**config.mk**
```make
export PLATFORM = sky130hd
export DESIGN_NAME = cmd_frame_rx
export DESIGN_NICKNAME = d
export VERILOG_FILES = /design/src/rtl/cfr_pkg.sv /design/src/rtl/cfr_sync.sv /design/src/rtl/cfr_char_rx.sv /design/src/rtl/cfr_parser.sv /design/src/rtl/cmd_frame_rx.sv
export SDC_FILE = /design/constraint.sdc
export NUM_CORES = 1
export LEC_CHECK = 0
export BUFFER_PORTS_ARGS = -buffer_cell sky130_fd_sc_hd__clkbuf_2
export CAP_MARGIN = 15
export CORE_ASPECT_RATIO = 1.75
export CORE_UTILIZATION = 52
export CTS_CLUSTER_DIAMETER = 120
export DETAILED_ROUTE_END_ITERATION = 12
export GPL_ROUTABILITY_DRIVEN = 0
export GPL_TIMING_DRIVEN = 0
export PLACE_DENSITY = 0.75
export SETUP_SLACK_MARGIN = 0.15
export SLEW_MARGIN = 15
export SYNTH_ARGS = -nofsm -noshare
export SYNTH_HDL_FRONTEND = slang
export SYNTH_SLANG_ARGS = --single-unit
```
**constraint.sdc**
```tcl
create_clock -name clk -period 3.1 [get_ports clk]
set_input_delay 0.31 -clock clk [delete_from_list [all_inputs] [get_ports clk]]
set_output_delay 0.31 -clock clk [all_outputs]
set_load 0.02 [all_outputs]
```
**src/rtl/cfr_pkg.sv**
```systemverilog
// Package for the command frame receiver: the delimiter constant,
// the character receiver states and the CRC-8 step function.
package cfr_pkg;

    localparam logic [7:0] FRAME_DELIM = 8'h40;
    localparam logic [7:0] CRC_POLY    = 8'h07;

    typedef enum logic [2:0] {
        CH_IDLE,
        CH_START,
        CH_DATA,
        CH_STOP1,
        CH_STOP2
    } ch_state_t;

    // Advances a CRC-8 (poly 0x07, MSB first, no reflection) by one byte.
    function automatic logic [7:0] crc8_step(input logic [7:0] crc_in, input logic [7:0] data);
        logic [7:0] c;
        c = crc_in ^ data;
        for (int i = 0; i < 8; i++) begin
            c = c[7] ? ((c << 1) ^ CRC_POLY) : (c << 1);
        end
        return c;
    endfunction

endpackage

```
**src/rtl/cfr_sync.sv**
```systemverilog
// Two-flop synchronizer for the asynchronous serial input.
// Assumes the line idles high, so both stages reset to 1.
module cfr_sync (
    input  logic clk,
    input  logic rst_n,
    input  logic din,
    output logic dout
);

    logic meta;

    // Shifts the raw input through two flops.
    always_ff @(posedge clk) begin
        if (!rst_n) begin
            meta <= 1'b1;
            dout <= 1'b1;
        end else begin
            meta <= din;
            dout <= meta;
        end
    end

endmodule

```
**src/rtl/cfr_char_rx.sv**
```systemverilog
// Character receiver: 1 start bit, 8 data bits (LSB first), 2 stop bits.
// Waits half a bit after the falling edge to confirm the start bit, then
// samples every CLKS_PER_BIT cycles. Assumes a synchronized input.
// byte_valid and frame_err are single-cycle pulses.
module cfr_char_rx #(
    parameter int CLKS_PER_BIT = 200
) (
    input  logic       clk,
    input  logic       rst_n,
    input  logic       rx_s,
    output logic       byte_valid,
    output logic [7:0] byte_data,
    output logic       frame_err
);
    import cfr_pkg::*;

    localparam int CNT_W = $clog2(CLKS_PER_BIT);
    localparam logic [CNT_W-1:0] HALF_END = CNT_W'(CLKS_PER_BIT / 2 - 1);
    localparam logic [CNT_W-1:0] FULL_END = CNT_W'(CLKS_PER_BIT - 1);

    ch_state_t        state;
    logic [CNT_W-1:0] cnt;
    logic [2:0]       bit_idx;
    logic [7:0]       shreg;
    logic             rx_prev;

    // Walks the character state machine and samples at bit centres.
    always_ff @(posedge clk) begin
        if (!rst_n) begin
            state      <= CH_IDLE;
            cnt        <= '0;
            bit_idx    <= '0;
            shreg      <= '0;
            rx_prev    <= 1'b1;
            byte_valid <= 1'b0;
            byte_data  <= '0;
            frame_err  <= 1'b0;
        end else begin
            rx_prev    <= rx_s;
            byte_valid <= 1'b0;
            frame_err  <= 1'b0;
            case (state)
                CH_IDLE: begin
                    cnt <= '0;
                    if (rx_prev && !rx_s) state <= CH_START;
                end
                CH_START: begin
                    if (cnt == HALF_END) begin
                        cnt     <= '0;
                        bit_idx <= '0;
                        state   <= rx_s ? CH_IDLE : CH_DATA;
                    end else begin
                        cnt <= cnt + 1'b1;
                    end
                end
                CH_DATA: begin
                    if (cnt == FULL_END) begin
                        cnt   <= '0;
                        shreg <= {rx_s, shreg[7:1]};
                        if (bit_idx == 3'd7) state <= CH_STOP1;
                        bit_idx <= bit_idx + 1'b1;
                    end else begin
                        cnt <= cnt + 1'b1;
                    end
                end
                CH_STOP1: begin
                    if (cnt == FULL_END) begin
                        cnt <= '0;
                        if (rx_s) begin
                            state <= CH_STOP2;
                        end else begin
                            frame_err <= 1'b1;
                            state     <= CH_IDLE;
                        end
                    end else begin
                        cnt <= cnt + 1'b1;
                    end
                end
                CH_STOP2: begin
                    if (cnt == FULL_END) begin
                        cnt   <= '0;
                        state <= CH_IDLE;
                        if (rx_s) begin
                            byte_valid <= 1'b1;
                            byte_data  <= shreg;
                        end else begin
                            frame_err <= 1'b1;
                        end
                    end else begin
                        cnt <= cnt + 1'b1;
                    end
                end
                default: state <= CH_IDLE;
            endcase
        end
    end

    // a character is either delivered or flagged, never both
    a_r9_err_or_byte: assert property (@(posedge clk) disable iff (!rst_n)
        !(byte_valid && frame_err));

    // characters are separated by at least a full character time
    a_r2_no_double_byte: assert property (@(posedge clk) disable iff (!rst_n)
        byte_valid |=> !byte_valid);

    // leaving the start check to the data state requires a low line
    a_r3_start_confirmed: assert property (@(posedge clk) disable iff (!rst_n)
        (state == CH_DATA && $past(state) == CH_START) |-> !$past(rx_s));

endmodule

```
**src/rtl/cfr_parser.sv**
```systemverilog
// Frame parser: hunts for the delimiter, collects the fixed-length frame,
// checks the address and the CRC-8, and publishes instruction and payload
// with a one-cycle strobe. Assumes byte_valid pulses are at least a few
// cycles apart. frame_abort drops any partial frame.
module cfr_parser #(
    parameter int CLKS_PER_BIT  = 200,
    parameter int ADDR_W        = 6,
    parameter int PAYLOAD_BYTES = 21,
    parameter int GAP_CHARS     = 2
) (
    input  logic                       clk,
    input  logic                       rst_n,
    input  logic                       byte_valid,
    input  logic [7:0]                 byte_data,
    input  logic                       frame_abort,
    input  logic [ADDR_W-1:0]          board_addr,
    output logic                       cmd_valid,
    output logic [7:0]                 cmd_instr,
    output logic [8*PAYLOAD_BYTES-1:0] cmd_payload,
    output logic                       crc_error
);
    import cfr_pkg::*;

    localparam int FRAME_BYTES = PAYLOAD_BYTES + 7;
    localparam int IDX_W       = $clog2(FRAME_BYTES);
    localparam int PIX_W       = (PAYLOAD_BYTES > 1) ? $clog2(PAYLOAD_BYTES) : 1;
    localparam int GAP_LIMIT   = GAP_CHARS * 11 * CLKS_PER_BIT;
    localparam int GAP_W       = $clog2(GAP_LIMIT + 1);
    localparam logic [IDX_W-1:0] IX_ADDR  = IDX_W'(1);
    localparam logic [IDX_W-1:0] IX_INSTR = IDX_W'(4);
    localparam logic [IDX_W-1:0] IX_PAY0  = IDX_W'(5);
    localparam logic [IDX_W-1:0] IX_PAYN  = IDX_W'(5 + PAYLOAD_BYTES - 1);
    localparam logic [IDX_W-1:0] IX_LAST  = IDX_W'(FRAME_BYTES - 1);
    localparam logic [GAP_W-1:0] GAP_END  = GAP_W'(GAP_LIMIT - 1);

    logic [IDX_W-1:0]           idx;
    logic [GAP_W-1:0]           gap;
    logic [7:0]                 crc;
    logic                       addr_ok;
    logic [7:0]                 instr_stage;
    logic [7:0]                 pay_stage [PAYLOAD_BYTES];
    logic [8*PAYLOAD_BYTES-1:0] pay_flat;
    logic [IDX_W-1:0]           pay_off;

    assign pay_off = idx - IX_PAY0;

    // Flattens the staged payload into the output bit order.
    always_comb begin
        for (int k = 0; k < PAYLOAD_BYTES; k++) begin
            pay_flat[8*k +: 8] = pay_stage[k];
        end
    end

    // Tracks frame position, CRC, address match and the stall timer.
    always_ff @(posedge clk) begin
        if (!rst_n) begin
            idx         <= '0;
            gap         <= '0;
            crc         <= '0;
            addr_ok     <= 1'b0;
            instr_stage <= '0;
            for (int k = 0; k < PAYLOAD_BYTES; k++) pay_stage[k] <= '0;
            cmd_valid   <= 1'b0;
            crc_error   <= 1'b0;
            cmd_instr   <= '0;
            cmd_payload <= '0;
        end else begin
            cmd_valid <= 1'b0;
            crc_error <= 1'b0;
            if (frame_abort) begin
                idx <= '0;
                gap <= '0;
            end else if (byte_valid) begin
                gap <= '0;
                if (idx == '0) begin
                    if (byte_data == FRAME_DELIM) begin
                        idx     <= IDX_W'(1);
                        crc     <= crc8_step(8'h00, byte_data);
                        addr_ok <= 1'b0;
                    end
                end else begin
                    crc <= crc8_step(crc, byte_data);
                    if (idx == IX_ADDR)  addr_ok     <= (byte_data == 8'(board_addr));
                    if (idx == IX_INSTR) instr_stage <= byte_data;
                    if (idx >= IX_PAY0 && idx <= IX_PAYN) pay_stage[PIX_W'(pay_off)] <= byte_data;
                    if (idx == IX_LAST) begin
                        idx <= '0;
                        if (byte_data == crc) begin
                            if (addr_ok) begin
                                cmd_valid   <= 1'b1;
                                cmd_instr   <= instr_stage;
                                cmd_payload <= pay_flat;
                            end
                        end else begin
                            crc_error <= 1'b1;
                        end
                    end else begin
                        idx <= idx + 1'b1;
                    end
                end
            end else if (idx != '0) begin
                if (gap == GAP_END) begin
                    idx <= '0;
                    gap <= '0;
                end else begin
                    gap <= gap + 1'b1;
                end
            end
        end
    end

    // a frame is never both accepted and flagged
    a_r6_valid_xor_crc: assert property (@(posedge clk) disable iff (!rst_n)
        !(cmd_valid && crc_error));

    // the strobe lasts a single cycle
    a_r7_single_strobe: assert property (@(posedge clk) disable iff (!rst_n)
        cmd_valid |=> !cmd_valid);

    // published command changes only with the strobe
    a_r7_hold_outputs: assert property (@(posedge clk) disable iff (!rst_n)
        ((cmd_payload != $past(cmd_payload)) || (cmd_instr != $past(cmd_instr))) |-> cmd_valid);

    // the stall timer never passes its limit
    a_r8_gap_bound: assert property (@(posedge clk) disable iff (!rst_n)
        gap < GAP_W'(GAP_LIMIT));

    // frame position stays inside the frame
    a_r4_idx_range: assert property (@(posedge clk) disable iff (!rst_n)
        idx <= IX_LAST);

endmodule

```
**src/rtl/cmd_frame_rx.sv**
```systemverilog
// Top of the command frame receiver: synchronizer, character receiver and
// frame parser. Assumes rx is asynchronous and idles high; the line
// receiver enable is kept asserted.
module cmd_frame_rx #(
    parameter int CLKS_PER_BIT  = 200,
    parameter int ADDR_W        = 6,
    parameter int PAYLOAD_BYTES = 21,
    parameter int GAP_CHARS     = 2
) (
    input  logic                       clk,
    input  logic                       rst_n,
    input  logic                       rx,
    input  logic [ADDR_W-1:0]          board_addr,
    output logic                       rx_en,
    output logic                       cmd_valid,
    output logic [7:0]                 cmd_instr,
    output logic [8*PAYLOAD_BYTES-1:0] cmd_payload,
    output logic                       crc_error,
    output logic                       framing_error
);

    logic       rx_s;
    logic       ch_valid;
    logic [7:0] ch_data;

    assign rx_en = 1'b1;

    cfr_sync u_sync (
        .clk  (clk),
        .rst_n(rst_n),
        .din  (rx),
        .dout (rx_s)
    );

    cfr_char_rx #(
        .CLKS_PER_BIT(CLKS_PER_BIT)
    ) u_char (
        .clk       (clk),
        .rst_n     (rst_n),
        .rx_s      (rx_s),
        .byte_valid(ch_valid),
        .byte_data (ch_data),
        .frame_err (framing_error)
    );

    cfr_parser #(
        .CLKS_PER_BIT (CLKS_PER_BIT),
        .ADDR_W       (ADDR_W),
        .PAYLOAD_BYTES(PAYLOAD_BYTES),
        .GAP_CHARS    (GAP_CHARS)
    ) u_parse (
        .clk        (clk),
        .rst_n      (rst_n),
        .byte_valid (ch_valid),
        .byte_data  (ch_data),
        .frame_abort(framing_error),
        .board_addr (board_addr),
        .cmd_valid  (cmd_valid),
        .cmd_instr  (cmd_instr),
        .cmd_payload(cmd_payload),
        .crc_error  (crc_error)
    );

endmodule

```
==> results of run 1 <==
-- state kept, by name, indices dropped and copies added, names as in the netlist, 5 cells and up --
name,count
u_char.cnt,8
u_char.byte_data,8
u_parse.crc,8
u_parse.gap,13
u_parse.cmd_payload,168
u_parse.cmd_instr,8
u_char.shreg,8
u_parse.instr_stage,8
u_parse.pay_stage,168
u_parse.idx,5
-- area by class of cell --
| type | instances | area (um2) | area share |
|---|---|---|---|
| Buffer | 139 | 617 | 0.0319 |
| Clock buffer | 49 | 1020 | 0.0525 |
| Clock inverter | 15 | 160 | 0.00828 |
| Inverter | 15 | 67.6 | 0.00349 |
| Multi-Input combinational cell | 1084 | 5930 | 0.307 |
| Sequential cell | 416 | 10000 | 0.517 |
| Tap cell | 391 | 489 | 0.0253 |
| Timing Repair Buffer | 196 | 1050 | 0.0544 |
-- per-stage QoR --
stage / TNS, ns / hold slack (ns) / std cells
3_5_place_dp: -67.22 / 0.393 / 2233
3_3_place_gp: -69.61 / 0.390 / 2232
6_report: 0 / 0.000773 / 2305
5_1_grt: 0 / 0.0305 / 2305
2_1_floorplan: 0 / 0.386 / 1654
4_1_cts: 0 / 0.00977 / 2302
-- routing by layer --
metal  routed length, um  share of wire  GRT usage  vias up
met5                   0              0          0        -
met4                3590          0.075      0.211        0
met3                3410          0.072     0.0447      218
met2               24700           0.52      0.531      676
met1               15800           0.33      0.318     6364
li1                    -              -          -     6101
-- how the worst max path moves through the flow --
stage | slack, ns | to | depth (start not counted)
4_1_cts | 0.18 | u_parse.crc[2]$_SDFFE_PN0P_ | 9
3_3_place_gp | -0.92 | u_parse.pay_stage[6][2]$_SDFFCE_PN0P_ | 9
6_report | 0.21 | u_parse.cmd_payload[41]$_SDFFE_PN0P_ | 11
3_5_place_dp | -0.67 | u_parse.pay_stage[0][3]$_SDFFCE_PN0P_ | 9
5_1_grt | 0.12 | u_parse.cmd_payload[41]$_SDFFE_PN0P_ | 11
2_1_floorplan | 0.08 | u_parse.pay_stage[0][0]$_SDFFCE_PN0P_ | 9
-- cell families (layout without fill, tap and decap cells) --
logic type                 count (synthesis)  in the layout  share of synthesized area
and+or+nand+nor                          720            720                      0.197
DFF                                      416            416                      0.615
AOI/OAI and AO/OA                        265            265                     0.0904
buffers and inverters                    154            414                     0.0384
xor gates and xnor gates                  57             57                     0.0315
muxes                                     26             26                     0.0160
adders and majority gates                 15             15                     0.0115
other                                      1              1                   0.000230
-- power by group through the flow --
stage	clock, mW	sequential [mW]	combinational, mW
finish	4.55	5.81	0.190
detailed placement	0	5.94	0.156
global placement	0	5.94	0.151
CTS	4.57	5.81	0.181
global route	4.77	5.82	0.200
floorplan	0	5.92	0.0932
-- critical path, delay by kind of cell (launching register included) --
family          cells  cell delay (ns)
compound gates      1             0.14
xor+xnor            1             0.29
fa+ha+maj           1             0.21
buf+inv             4             1.07
flops               1             0.30
simple gates        4             0.80
-- synthesized netlist by cell type (all sizes together) (3+ instances only) --
library cell and number:
or4 3, a211oi 4, ha 15, edfxtp 168, buf 34, dfxtp 248
and2 44, inv 14, o32a 3, o21ai 33, nor2b 5, nand2 379
clkbuf 105, nor3b 3, or2 5, nand3 17, nand4 8, mux2i 26
nor3 136, nor2 89, xor2 15, a21oi 193, a2bb2oi 3, and3 7
a31oi 3, xnor2 41, a31o 3, a221oi 3, nand2b 7, nor4b 5
-- timing repair --
item / in CTS / in global routing
hold endpoints to repair: 0 / 0
endpoints found under the setup margin: 440 / 277
gates cloned: 0 / 0
pin swaps: 6 / 3
setup buffers: 5 / 3
gates resized for setup: 71 / 24
==> flow_results.xml, run 1 <==
<?xml version="1.0" encoding="UTF-8"?>
<metrics>
  <group name="floorplanning">
    <metric name="die_area" unit="um2">32100</metric>
    <metric name="initial_core_util" unit="">0.530</metric>
    <metric name="fp.dieH" unit="um">236</metric>
    <metric name="chipWidth" unit="um">136</metric>
    <metric name="num_io_pins" unit="">189</metric>
    <metric name="std_cell_rows" unit="">85</metric>
    <metric name="core" unit="um2">30700</metric>
  </group>
  <group name="placed_design">
    <metric name="number_of_buffers_inserted_by_port_buffering" unit="">187</metric>
    <metric name="place_hpwl" unit="um">33800</metric>
    <metric name="pre_cts_slack" unit="ns">-0.673</metric>
    <metric name="postPlaceCellArea" unit="um2">17700</metric>
  </group>
  <group name="worst_setup_path">
    <metric name="slowest_stage" unit="">sky130_fd_sc_hd__buf_2</metric>
    <metric name="worst-r2r-cell-count" unit="">11</metric>
    <metric name="cp.required" unit="ns">3.55</metric>
    <metric name="crit_type" unit="">reg2reg</metric>
    <metric name="end_kind" unit="">flip-flop</metric>
    <metric name="rr_startpoint" unit="">u_char.byte_data[3]$_SDFFE_PN0P_</metric>
    <metric name="timing.critical_path.from" unit="">u_char.byte_data[3]$_SDFFE_PN0P_</metric>
    <metric name="cp_slowest_stage_delay" unit="ns">0.32</metric>
    <metric name="path_cells" unit="">clkbuf_2, xnor2_2, ha_1, nand3_1, nor3_1, and4_1, clkbuf_2, buf_2, buf_2, nand2_1, a21oi_1</metric>
    <metric name="r2r_slack" unit="ns">0.21</metric>
    <metric name="cp.arrival" unit="ns">3.34</metric>
    <metric name="worst_setup_path_start_kind" unit="">flip-flop</metric>
    <metric name="regToRegEndpoint" unit="">u_parse.cmd_payload[41]$_SDFFE_PN0P_</metric>
    <metric name="critical_path.max_fanout" unit="">10</metric>
  </group>
  <group name="global_routing">
    <metric name="grt_max_degree" unit="">18</metric>
    <metric name="grt_pass1_wl" unit="um">71600</metric>
    <metric name="overflow" unit="">0</metric>
    <metric name="grt_util_all_layers" unit="">0.299</metric>
    <metric name="antenna_found_initial" unit="">0</metric>
    <metric name="first_global_vias" unit="">13170</metric>
  </group>
  <group name="layout">
    <metric name="most_common_library_cell_in_the_layout_ignoring_fill_and_taps" unit="">sky130_fd_sc_hd__nand2_1</metric>
    <metric name="fillCellCount" unit="">2424</metric>
    <metric name="final_core_util" unit="">0.630</metric>
    <metric name="mostFrequentLayoutCells" unit="">378 x sky130_fd_sc_hd__nand2_1, 247 x sky130_fd_sc_hd__dfxtp_1, 204 x sky130_fd_sc_hd__clkbuf_2</metric>
    <metric name="flow.area_growth_from_synthesis" unit="%">18.8</metric>
    <metric name="share_of_layout_cells_above_drive_strength_1" unit="">0.188</metric>
    <metric name="final_cell_area" unit="um2">19300</metric>
    <metric name="diodes" unit="">0</metric>
    <metric name="nNetsFinal" unit="">1912</metric>
  </group>
  <group name="job">
    <metric name="timing.max_cap.violations" unit="">0</metric>
  </group>
  <group name="cts">
    <metric name="cts_htree_levels" unit="">2</metric>
    <metric name="cts_tree" unit="">done</metric>
    <metric name="number_of_buffers_created_by_cts" unit="">36</metric>
    <metric name="root_buffer" unit="">sky130_fd_sc_hd__clkbuf_16</metric>
    <metric name="number_of_clock_sinks_seen_by_cts" unit="">416</metric>
    <metric name="insertion_delay" unit="ns">0.53</metric>
    <metric name="clk_transition_reported_paths" unit="ns">0.06</metric>
    <metric name="ctsHoldBuffers" unit="">0</metric>
    <metric name="cts-root-to-sink-buffers" unit="">3</metric>
  </group>
  <group name="routing">
    <metric name="drtPass1Iterations" unit="">6</metric>
    <metric name="route.antenna.remaining_nets" unit="">0</metric>
    <metric name="post_drt_wl_per_cell" unit="um">20.6</metric>
    <metric name="vias" unit="">13359</metric>
    <metric name="initialDrtViolationCount" unit="">1033</metric>
    <metric name="remaining_drc_errors" unit="">0</metric>
    <metric name="drt-vias-per-instance" unit="">5.80</metric>
    <metric name="routed_wirelength" unit="um">47500</metric>
  </group>
  <group name="timing">
    <metric name="unrepaired_setup_endpoints_after_global_routing" unit="">true</metric>
    <metric name="hold_violations" unit="">0</metric>
    <metric name="max-slew-margin-rel" unit="">0.329</metric>
    <metric name="max_freq" unit="MHz">347</metric>
    <metric name="min_period" unit="ns">2.89</metric>
    <metric name="min_period_over_period" unit="">0.931</metric>
    <metric name="clock_skew" unit="ns">0.0175</metric>
    <metric name="final_setup_fails" unit="">0</metric>
    <metric name="fin_ws" unit="ns">0.214</metric>
    <metric name="final_max_slew_viol_count" unit="">0</metric>
    <metric name="worst_pin_slew" unit="ns">1.01</metric>
  </group>
  <group name="min_path">
    <metric name="worst_hold_path.endpoint" unit="">u_sync.meta$_SDFF_PN1_</metric>
    <metric name="worstHoldPathType" unit="">in2reg</metric>
    <metric name="hold_path_origin" unit="">rx</metric>
    <metric name="whs_path_depth" unit="">2</metric>
  </group>
  <group name="logic_synthesis">
    <metric name="synth_sequential_area_ratio" unit="">0.615</metric>
    <metric name="yosys.area.top_type_share" unit="">0.310</metric>
    <metric name="yosysUniqueCellTypes" unit="">67</metric>
    <metric name="synth_fp_nets" unit="">1678</metric>
    <metric name="post_synth_instance_area" unit="um2">16300</metric>
    <metric name="ys_top_cells_by_area" unit="">sky130_fd_sc_hd__edfxtp_1 31%, sky130_fd_sc_hd__dfxtp_1 30%, sky130_fd_sc_hd__nand2_1 8.7%</metric>
    <metric name="synth_enable_flop_cells" unit="">168</metric>
    <metric name="async_flop_share" unit="">0</metric>
    <metric name="synth_ff_type" unit="">sky130_fd_sc_hd__dfxtp_1</metric>
    <metric name="post-synth-top-area-cell" unit="">sky130_fd_sc_hd__edfxtp_1</metric>
    <metric name="synth-seq-cells" unit="">416</metric>
    <metric name="yosysWarningCount" unit="">0</metric>
    <metric name="post_synth_inst_count" unit="">1654</metric>
    <metric name="synthesized_area_per_cell" unit="um2">9.85</metric>
  </group>
  <group name="power_and_ir_drop">
    <metric name="share_clk_of_total_power" unit="">0.431</metric>
    <metric name="p_per_area" unit="nW/um2">546</metric>
    <metric name="total_chip_power" unit="mW">10.6</metric>
    <metric name="internal-power" unit="mW">8.38</metric>
    <metric name="power.leakage" unit="nW">6.88</metric>
    <metric name="vdd_drop_max" unit="mV">0.471</metric>
    <metric name="power_frac_comb" unit="">0.018</metric>
    <metric name="pwr-share-seq" unit="">0.551</metric>
    <metric name="total_switching_power" unit="mW">2.17</metric>
    <metric name="power_switching_share" unit="">0.206</metric>
  </group>
  <group name="outcome">
    <metric name="run_status" unit="">finished, final reports clean</metric>
  </group>
</metrics>
Power figures use the tool's default switching activity.
==> run 2, diff against run 1 <==
--- a/config.mk
+++ b/config.mk
@@ -8,14 +8,15 @@
 export BUFFER_PORTS_ARGS = -buffer_cell sky130_fd_sc_hd__clkbuf_2
 export CAP_MARGIN = 15
 export CORE_ASPECT_RATIO = 1.75
-export CORE_UTILIZATION = 52
+export CORE_UTILIZATION = 53
 export CTS_CLUSTER_DIAMETER = 120
 export DETAILED_ROUTE_END_ITERATION = 12
 export GPL_ROUTABILITY_DRIVEN = 0
 export GPL_TIMING_DRIVEN = 0
-export PLACE_DENSITY = 0.75
+export PLACE_DENSITY = 0.76
 export SETUP_SLACK_MARGIN = 0.15
 export SLEW_MARGIN = 15
 export SYNTH_ARGS = -nofsm -noshare
 export SYNTH_HDL_FRONTEND = slang
+export SYNTH_HIERARCHICAL = 1
 export SYNTH_SLANG_ARGS = --single-unit
==> run 2 against run 1 <==
  * Worst hold slack improved by 0.020 ns
  * Global-route usage decreased by 2.1 points
  * Core utilization increased by 0.57 points
  * Maximum frequency decreased by 2.4%
  * Highest routed layer unchanged
  * Combinational power increased by 18%
  * Largest cell class unchanged
  * Non-clock buffer count decreased by 4
  * Sequential power about the same
  * Final cell count increased by 1.0%
  * Clock skew increased by 0.0051 ns
  * Flip-flop and latch count unchanged
  * Critical path type unchanged
  * Count of clock-buffer cells in the layout increased by 5
==> flow_results.xml, run 2 <==
<?xml version="1.0" encoding="UTF-8"?>
<metrics>
  <group name="logic_synthesis">
    <metric name="synth_sequential_area_ratio" unit="">0.605</metric>
    <metric name="yosys-top-cells-count" unit="">386 x sky130_fd_sc_hd__nand2_1, 248 x sky130_fd_sc_hd__dfxtp_1, 198 x sky130_fd_sc_hd__a21oi_1, 168 x sky130_fd_sc_hd__edfxtp_1, 113 x sky130_fd_sc_hd__nor3_1</metric>
    <metric name="post_synth_instance_area" unit="um2">16500</metric>
    <metric name="synth_ff_type" unit="">sky130_fd_sc_hd__dfxtp_1</metric>
    <metric name="yosysUniqueCellTypes" unit="">74</metric>
    <metric name="synth_enable_flop_cells" unit="">168</metric>
    <metric name="synth_fp_nets" unit="">1698</metric>
    <metric name="yosysWarningCount" unit="">6</metric>
    <metric name="async_flop_share" unit="">0</metric>
    <metric name="yosys.area.top_type_share" unit="">0.305</metric>
    <metric name="yosysMostFrequentCell" unit="">sky130_fd_sc_hd__nand2_1</metric>
    <metric name="post-synth-top-area-cell" unit="">sky130_fd_sc_hd__edfxtp_1</metric>
    <metric name="ys_top_cells_by_area" unit="">sky130_fd_sc_hd__edfxtp_1 30%, sky130_fd_sc_hd__dfxtp_1 30%, sky130_fd_sc_hd__nand2_1 8.8%</metric>
    <metric name="synth-seq-cells" unit="">416</metric>
    <metric name="post_synth_inst_count" unit="">1674</metric>
    <metric name="synthesized_area_per_cell" unit="um2">9.88</metric>
  </group>
  <group name="timing">
    <metric name="hold_violations" unit="">0</metric>
    <metric name="max_freq" unit="MHz">338</metric>
    <metric name="final_setup_fails" unit="">0</metric>
    <metric name="timing.hold.ws" unit="ns">0.0211</metric>
    <metric name="final_max_slew_viol_count" unit="">0</metric>
    <metric name="min_period_over_period" unit="">0.954</metric>
    <metric name="worst_pin_slew" unit="ns">1.29</metric>
    <metric name="clock_skew" unit="ns">0.0226</metric>
    <metric name="min_period" unit="ns">2.96</metric>
    <metric name="max-slew-margin-rel" unit="">0.142</metric>
    <metric name="unrepaired_setup_endpoints_after_global_routing" unit="">true</metric>
  </group>
  <group name="routing">
    <metric name="drt-vias-per-instance" unit="">5.67</metric>
    <metric name="initialDrtViolationCount" unit="">963</metric>
    <metric name="route.antenna.remaining_nets" unit="">0</metric>
    <metric name="drtPass1Iterations" unit="">5</metric>
    <metric name="routed_wirelength" unit="um">44600</metric>
    <metric name="post_drt_wl_per_cell" unit="um">19.2</metric>
    <metric name="vias" unit="">13196</metric>
    <metric name="remaining_drc_errors" unit="">0</metric>
  </group>
  <group name="global_routing">
    <metric name="overflow" unit="">0</metric>
    <metric name="first_global_vias" unit="">12953</metric>
    <metric name="grt_max_degree" unit="">17</metric>
    <metric name="grt_pass1_wl" unit="um">67700</metric>
    <metric name="grt_util_all_layers" unit="">0.278</metric>
    <metric name="antenna_found_initial" unit="">0</metric>
  </group>
  <group name="worst_setup_path">
    <metric name="cp.arrival" unit="ns">3.42</metric>
    <metric name="end_kind" unit="">flip-flop</metric>
    <metric name="critical_path.max_fanout" unit="">11</metric>
    <metric name="cp.required" unit="ns">3.56</metric>
    <metric name="crit_type" unit="">reg2reg</metric>
    <metric name="timing.critical_path.from" unit="">u_char/byte_data[7]$_SDFFE_PN0P_</metric>
    <metric name="worst_setup_path_start_kind" unit="">flip-flop</metric>
    <metric name="rr_startpoint" unit="">u_char/byte_data[7]$_SDFFE_PN0P_</metric>
  </group>
  <group name="layout">
    <metric name="nNetsFinal" unit="">1934</metric>
    <metric name="layout.cells.non_filler" unit="">2329</metric>
    <metric name="final_cell_area" unit="um2">19500</metric>
    <metric name="share_of_layout_cells_above_drive_strength_1" unit="">0.190</metric>
    <metric name="diodes" unit="">0</metric>
    <metric name="mostFrequentLayoutCells" unit="">385 x sky130_fd_sc_hd__nand2_1, 247 x sky130_fd_sc_hd__dfxtp_1, 198 x sky130_fd_sc_hd__a21oi_1</metric>
    <metric name="flow.area_growth_from_synthesis" unit="%">18.0</metric>
    <metric name="top_regs" unit="">u_parse/cmd_payload (168), u_parse/pay_stage (168), u_parse/gap (13)</metric>
    <metric name="most_common_library_cell_in_the_layout_ignoring_fill_and_taps" unit="">sky130_fd_sc_hd__nand2_1</metric>
  </group>
  <group name="min_path">
    <metric name="hold_path_origin" unit="">rst_n</metric>
    <metric name="worstHoldPathType" unit="">in2reg</metric>
  </group>
  <group name="placed_design">
    <metric name="place_hpwl" unit="um">32100</metric>
    <metric name="dp_cells" unit="">2252</metric>
    <metric name="postPlaceCellArea" unit="um2">18000</metric>
    <metric name="number_of_buffers_inserted_by_port_buffering" unit="">187</metric>
  </group>
  <group name="cts">
    <metric name="cts_tree" unit="">done</metric>
    <metric name="number_of_buffers_created_by_cts" unit="">37</metric>
    <metric name="cts_htree_levels" unit="">2</metric>
    <metric name="clk_transition_reported_paths" unit="ns">0.06</metric>
    <metric name="cts-root-to-sink-buffers" unit="">3</metric>
    <metric name="insertion_delay" unit="ns">0.55</metric>
    <metric name="number_of_clock_sinks_seen_by_cts" unit="">416</metric>
    <metric name="root_buffer" unit="">sky130_fd_sc_hd__clkbuf_16</metric>
  </group>
  <group name="floorplanning">
    <metric name="chipWidth" unit="um">136</metric>
    <metric name="std_cell_rows" unit="">85</metric>
    <metric name="core" unit="um2">30700</metric>
    <metric name="fp.dieH" unit="um">236</metric>
    <metric name="initial_core_util" unit="">0.538</metric>
    <metric name="die_area" unit="um2">32000</metric>
    <metric name="num_io_pins" unit="">189</metric>
  </group>
  <group name="job">
    <metric name="timing.max_cap.violations" unit="">0</metric>
  </group>
  <group name="power_and_ir_drop">
    <metric name="p_per_area" unit="nW/um2">544</metric>
    <metric name="power.leakage" unit="nW">7.06</metric>
    <metric name="vdd_drop_max" unit="mV">0.442</metric>
  </group>
  <group name="outcome">
    <metric name="run_status" unit="">finished, final reports clean</metric>
  </group>
</metrics>
==> run 2: final timing paths <==
check | cells past startpoint | end | slack (ns)
setup / recovery | 11 | u_parse/crc[3]$_SDFFE_PN0P_ | 0.14
hold / removal | 2 | u_sync/meta$_SDFF_PN1_ | 0.02
setup reg to reg | 11 | u_parse/crc[3]$_SDFFE_PN0P_ | 0.14
hold reg to reg | 1 | u_sync/dout$_SDFF_PN1_ | 0.41
==> run 2: repair_timing <==
action,4_1_cts,5_1_grt
gates resized for setup,60,25
setup buffers,7,2
hold buffers,1,0
pin swaps,5,2
hold endpoints to repair,1,0
setup endpoints to repair,445,273
==> run 2: layout make-up <==
type,count,area (um2)
well taps,391,489
clock buffers,54,1090
repair buffers,197,1040
inverters,17,63.8
flip-flops and latches,416,10000
plain buffers,134,686
fillers,2476,11200
multi-input cells,1107,6030
clock inverters,13,124
==> run 2: power by group <==
part | internal [mW] | total, mW | switching [mW] | leakage [nW]
registers | 5.77 | 5.80 | 0.0359 | 3.70
clock network | 2.61 | 4.59 | 1.98 | 0.601
logic | 0.0580 | 0.225 | 0.167 | 2.76
total | 8.44 | 10.6 | 2.18 | 7.06
==> run 2: stage by stage <==
stage	setup slack, ns	util	total power, mW	setup TNS [ns]
after floorplan	0.0602	-	6.04	0
after global placement	-0.792	0.585	6.11	-78.68
after detailed placement	-0.904	0.585	6.12	-103.10
after CTS	0.116	0.632	10.7	0
after global routing	0.0548	0.635	10.9	0
final	0.142	0.635	10.6	0
==> run 2: cells by family after synthesis <==
group | count (synthesis) | share of synthesized area
compound gates | 285 | 0.0970
xor+xnor | 55 | 0.0296
fa+ha+maj | 15 | 0.0113
buf+inv | 151 | 0.0430
flops | 416 | 0.605
mux | 25 | 0.0151
other cells | 1 | 0.000227
simple gates | 726 | 0.199
==> run 2: critical path, stage by stage (launching register included) <==
cell                       delay [ns]
sky130_fd_sc_hd__dfxtp_1         0.31
sky130_fd_sc_hd__clkbuf_1        0.22
sky130_fd_sc_hd__inv_1           0.16
sky130_fd_sc_hd__buf_2           0.35
sky130_fd_sc_hd__ha_1            0.23
sky130_fd_sc_hd__nand4_1         0.10
sky130_fd_sc_hd__or3_1           0.34
sky130_fd_sc_hd__clkbuf_1        0.21
sky130_fd_sc_hd__a21oi_2         0.38
sky130_fd_sc_hd__buf_2           0.30
sky130_fd_sc_hd__o21ai_0         0.10
sky130_fd_sc_hd__a21oi_1         0.18
==> run 2: routing by layer <==
| metal | part of all wire | wire length (um) | GRT usage |
|---|---|---|---|
| met1 | 0.35 | 15400 | 0.294 |
| met5 | 0 | 0 | 0 |
| met3 | 0.066 | 2940 | 0.0407 |
| met2 | 0.53 | 23400 | 0.504 |
| met4 | 0.063 | 2820 | 0.181 |
